`src/rtl/real_abs_xlat_pkg.sv`:
```
`timescale 1ns/1ps
package real_abs_xlat_pkg;

  // Which rule a real address falls under.
  typedef enum logic [1:0] {
    ZONE_PASS = 2'd0,  // outside both swapped areas
    ZONE_LOW  = 2'd1,  // low 8 KiB of real storage
    ZONE_PFX  = 2'd2   // area named by the prefix
  } zone_e;

  // Default geometry: 64-bit addresses, two 4 KiB pages per area,
  // prefix field limited to bits 30..13.
  localparam int unsigned DEF_ADDR_W   = 64;
  localparam int unsigned DEF_AREA_LSB = 13;
  localparam int unsigned DEF_PFX_MSB  = 30;

endpackage

```
`src/rtl/real_abs_xlat_prefix_reg.sv`:
```
`timescale 1ns/1ps
module real_abs_xlat_prefix_reg #(
  parameter int unsigned ADDR_W   = 64,
  parameter int unsigned AREA_LSB = 13,
  parameter int unsigned PFX_MSB  = 30
) (
  input  logic              clk,
  input  logic              rst,
  input  logic              wr_en,
  input  logic [ADDR_W-1:0] wr_data,
  output logic [ADDR_W-1:0] pfx
);

  // Bits that the register is allowed to hold.
  logic [ADDR_W-1:0] keep_mask;

  for (genvar b = 0; b < ADDR_W; b++) begin : g_mask
    if (b >= AREA_LSB && b <= PFX_MSB) begin : g_on
      assign keep_mask[b] = 1'b1;
    end else begin : g_off
      assign keep_mask[b] = 1'b0;
    end
  end

  always_ff @(posedge clk) begin
    if (rst) begin
      pfx <= '0;
    end else if (wr_en) begin
      pfx <= wr_data & keep_mask;
    end
  end

endmodule

```
`src/rtl/real_abs_xlat_zone.sv`:
```
`timescale 1ns/1ps
module real_abs_xlat_zone
  import real_abs_xlat_pkg::*;
#(
  parameter int unsigned HI_W = 51
) (
  input  logic [HI_W-1:0] addr_hi,
  input  logic [HI_W-1:0] pfx_hi,
  output zone_e           zone
);

  logic is_low;
  logic is_pfx;

  assign is_low = (addr_hi == '0);
  assign is_pfx = (addr_hi == pfx_hi);

  // The low area wins when both match (zero prefix); replacing zero with
  // a zero prefix leaves the address unchanged either way.
  always_comb begin
    if (is_low) begin
      zone = ZONE_LOW;
    end else if (is_pfx) begin
      zone = ZONE_PFX;
    end else begin
      zone = ZONE_PASS;
    end
  end

endmodule

```
`src/rtl/real_abs_xlat_remap.sv`:
```
`timescale 1ns/1ps
module real_abs_xlat_remap
  import real_abs_xlat_pkg::*;
#(
  parameter int unsigned HI_W = 51
) (
  input  zone_e           zone,
  input  logic [HI_W-1:0] addr_hi,
  input  logic [HI_W-1:0] pfx_hi,
  output logic [HI_W-1:0] abs_hi
);

  always_comb begin
    unique case (zone)
      ZONE_LOW: abs_hi = pfx_hi;
      ZONE_PFX: abs_hi = '0;
      default:  abs_hi = addr_hi;
    endcase
  end

endmodule

```
`src/rtl/real_abs_xlat.sv`:
```
`timescale 1ns/1ps
module real_abs_xlat
  import real_abs_xlat_pkg::*;
#(
  parameter int unsigned ADDR_W   = DEF_ADDR_W,
  parameter int unsigned AREA_LSB = DEF_AREA_LSB,
  parameter int unsigned PFX_MSB  = DEF_PFX_MSB
) (
  input  logic              clk,
  input  logic              rst,
  input  logic              pfx_wr_en,
  input  logic [ADDR_W-1:0] pfx_wr_data,
  output logic [ADDR_W-1:0] pfx_rd_data,
  input  logic              in_valid,
  input  logic [ADDR_W-1:0] in_addr,
  output logic              out_valid,
  output logic [ADDR_W-1:0] out_addr
);

  localparam int unsigned HI_W = ADDR_W - AREA_LSB;

  logic [ADDR_W-1:0] pfx_q;
  zone_e             zone;
  logic [HI_W-1:0]   abs_hi;

  real_abs_xlat_prefix_reg #(
    .ADDR_W  (ADDR_W),
    .AREA_LSB(AREA_LSB),
    .PFX_MSB (PFX_MSB)
  ) u_pfx (
    .clk    (clk),
    .rst    (rst),
    .wr_en  (pfx_wr_en),
    .wr_data(pfx_wr_data),
    .pfx    (pfx_q)
  );

  real_abs_xlat_zone #(.HI_W(HI_W)) u_zone (
    .addr_hi(in_addr[ADDR_W-1:AREA_LSB]),
    .pfx_hi (pfx_q[ADDR_W-1:AREA_LSB]),
    .zone   (zone)
  );

  real_abs_xlat_remap #(.HI_W(HI_W)) u_remap (
    .zone   (zone),
    .addr_hi(in_addr[ADDR_W-1:AREA_LSB]),
    .pfx_hi (pfx_q[ADDR_W-1:AREA_LSB]),
    .abs_hi (abs_hi)
  );

  // Output stage: one register, address held between valid beats.
  always_ff @(posedge clk) begin
    if (rst) begin
      out_valid <= 1'b0;
      out_addr  <= '0;
    end else begin
      out_valid <= in_valid;
      if (in_valid) begin
        out_addr <= {abs_hi, in_addr[AREA_LSB-1:0]};
      end
    end
  end

  assign pfx_rd_data = pfx_q;

endmodule

```
`config.mk`:
```
export PLATFORM = sky130hd
export DESIGN_NAME = real_abs_xlat
export DESIGN_NICKNAME = d
export VERILOG_FILES = /design/src/rtl/real_abs_xlat_pkg.sv /design/src/rtl/real_abs_xlat_prefix_reg.sv /design/src/rtl/real_abs_xlat_zone.sv /design/src/rtl/real_abs_xlat_remap.sv /design/src/rtl/real_abs_xlat.sv
export SDC_FILE = /design/constraint.sdc
export NUM_CORES = 1
export LEC_CHECK = 0
export CORE_MARGIN = 2
export CORE_UTILIZATION = 38
export DETAILED_ROUTE_END_ITERATION = 16
export PLACE_DENSITY = 0.86
export SETUP_SLACK_MARGIN = 0.05
export SLEW_MARGIN = 10
export SYNTH_ARGS = -nofsm -noshare
export SYNTH_HDL_FRONTEND = slang
export SYNTH_SLANG_ARGS = --single-unit
```
`constraint.sdc`:
```
create_clock -name clk -period 3.59 [get_ports clk]
set_clock_uncertainty 0.1 [all_clocks]
set_input_delay 0.718 -clock clk [delete_from_list [all_inputs] [get_ports clk]]
set_output_delay 0.718 -clock clk [all_outputs]
set_load 0.01 [all_outputs]
```
==> out/summary.txt <==
Status: completed
Post-Place Worst Slack: 0.4490 ns
Area share of the largest cell type after synthesis: 44.58%
CTS root buf: clkbuf_8
Top cells by area in the synthesized netlist: dfxtp_1 45%, mux2i_1 17%, buf_4 9.3%
Post-Synthesis Cell Area: 0.003727 mm²
H-Tree Level Count: 3
Pin count of the biggest net entering global routing: 48
Worst Setup EP: out_addr[21]
VDD IR-drop max: 0.2012 mV
Clk_lat worst skew: 0.35 ns
GPL Wtd Cong: 0.7390
Detailed Route Iter0 Violations: 122
Final core utilization: 57.93%
Post-DP Area: 0.005343 mm²
Critical R2R Capture: out_addr[21]
Slowest-stage cell, CP: a21oi_1
Levels on crit path: 7
Vias: 3,318
Vias in the first global route: 3,135
Clock Sinks: 83
Antenna fix cells: 0
Total GRT Usage: 19.09%
Hold Fails Final Rpt: 0
Hold_ws: 0.3853 ns
Synth unique cells: 25
Post-route setup slack: 0.7301 ns
CTS clk-pin slew, worst paths: 0.08 ns
Power Dens Cells: 405.4 mW/mm²
Die Wd: 103.0 µm
Fin crit period: 2.860 ns
Number of flops mapped to enable cells by yosys: 0
Fin. max-slew vios: 0
Die area: 0.01062 mm²
Tightest Pin Transition: 1.113 ns
CTS buffer count: 9
WP data required: 3.74 ns
DP Wirelength: 7767 µm
Worst Path Buf+Inv: 1
Ratio of cells with drive above 1 in the final layout: 4.602%
Remaining Overflow, GRT: 0
Core ar.: 0.009639 mm²
CP Class: in2reg
Ys flop type: dfxtp_1
Post-route ant nets: 0
Die Ht: 103.0 µm
Final #Nets: 692
Final Cell Area: 0.005584 mm²
Initial antenna violation count: 0
Leakage: 2.254 nW
Post-synth top area cell: dfxtp_1
Initial Util: 38.67%
DRC viols: 0
Sequential area share after synthesis: 44.58%
Setup crit start: in_addr[25]
Vias per Instance: 4.754
Drt wl/cell: 14.87 µm
CP arrival: 3.01 ns
Clock tree from TritonCTS: yes
Max-Slew Margin vs Limit: 25.79%
First-pass GRT wire length: 15,570 µm
Ys Warns: 0
Reg2reg setup slack: 1.20 ns
FF-to-FF path depth: 6
CP max FO: 18
Final setup vio count: 0
# IOs: 261
Buffers added on ports: 168
Hold crit path type: reg2reg
RSZ-0062 raised after global routing: false
Register bit total from synthesis: 83
Site Rows: 36
CTS Buffer Depth: 2
Layout overhead on the synthesized area: 49.82%
MaxCap Viol Count: 0
Average cell area after synthesis: 9.318 µm²
Synth async-reset ratio: 0%
Worst-path cell chain: clkdlybuf4s50_1, nor4_1, nand3_1, nor3_1, a21oi_1, o21ai_0, a311oi_1
Cell family with most CP delay: compound AO/OA/AOI/OAI gates
WL final: 10,380 µm
First drt pass iteration count: 4
Fmax achieved: 0.3497 GHz
Cts hold-fix bufs: 0
Slowest stage delay, CP: 0.85 ns
Setup TNS: 0 ns
Setup bufs post-CTS: 0
Resized cells post-CTS: 0
Post-Syn Instances: 400
Crit end category: flop
RR Startpoint: u_pfx.pfx[27]
Fin crit share: 79.66%
CP Launch Type: input port
kinds of logic (layout without fill, tap and decap cells):
| family | Yosys count | in the layout | share of synthesized area [%] |
|---|---|---|---|
| DFF | 83 | 83 | 44.58 |
| AOI/OAI and AO/OA | 37 | 37 | 6.781 |
| muxes | 64 | 64 | 17.19 |
| buffers and inverters | 70 | 190 | 12.12 |
| xor gates and xnor gates | 18 | 18 | 4.230 |
| and+or+nand+nor | 127 | 127 | 15.00 |
| other | 1 | 46 | 0.1006 |
final cells by class:
type                            instances  area (µm²)
Fill cell                             828        4055
Multi-Input combinational cell        292        1783
Timing Repair Buffer                  174        1732
Sequential cell                        83        1662
Tap cell                              133       166.4
Clock buffer                           11       141.4
Clock inverter                          5       100.1
power by group:
part	switching, mW	internal [mW]
combinational	0.187	0.244
sequential	0.0388	0.977
clock	0.337	0.479
synthesized netlist by cell type (2+ instances only):
cell type and number:
nor3_1 3, mux2i_1 64, buf_1 4, xnor2_1 16, o21ai_0 18, dfxtp_1 83, buf_6 2, a311oi_1 18
nand2_1 18, xor2_1 2, buf_4 46, or3_1 2, clkbuf_1 17, nand4_1 6, nor2_1 83, nor4_1 9
routing by layer:
layer  global-route usage [%]  up-vias  wire length [µm]
li1                         -     1597                 -
met1                    23.28     1555              4270
met2                    31.57      149              5144
met3                    5.085       17               744
met4                    8.502        0               221
met5                        0        -                 0
per-stage QoR:
stage | std cells | total power [mW]
finish | 698 | 2.264
CTS | 698 | 2.284
detailed placement | 682 | 1.467
global route | 698 | 2.366
global placement | 682 | 1.455
floorplan | 445 | 1.250
worst min-delay path by stage:
stage / from / to / slack (ns) / cells after the start
final: out_addr[19] / out_addr[19] / 0.39 / 2
after global routing: out_addr[16] / out_addr[16] / 0.41 / 2
after CTS: out_addr[16] / out_addr[16] / 0.38 / 2
after detailed placement: out_addr[16] / out_addr[16] / 0.37 / 2
after global placement: out_addr[19] / out_addr[19] / 0.37 / 2
after floorplan: out_addr[13] / out_addr[13] / 0.40 / 2
placed cells by master, fill, tap and decap left out:
master / instances
nor4_1: 9
nor2b_1: 1
xor2_1: 2
mux2i_1: 64
nand2_1: 18
o21ai_0: 18
a21oi_1: 1
clkbuf_8: 10
clkdlybuf4s50_1: 166
buf_4: 6
conb_1: 46
clkinv_2: 2
a311oi_1: 18
nor4_4: 1
nor3_1: 3
dfxtp_1: 83
xnor2_1: 16
nor4_2: 1
nor2_1: 83
nand3_1: 1
buf_2: 1
or2_2: 1
bufinv_16: 3
buf_12: 1
or4_1: 1
nand4_1: 6
clkbuf_1: 1
or3_1: 2
registers in the layout, summed over array words and instances (netlist names):
signal,flops
out_addr,64
out_valid,1
u_pfx.pfx,18
worst min-delay path: stages (launching register included):
cell	delay [ns]
dfxtp_1	0.32
nor2_1	0.08
a311oi_1	0.05
(Power assumes the default switching activity.)
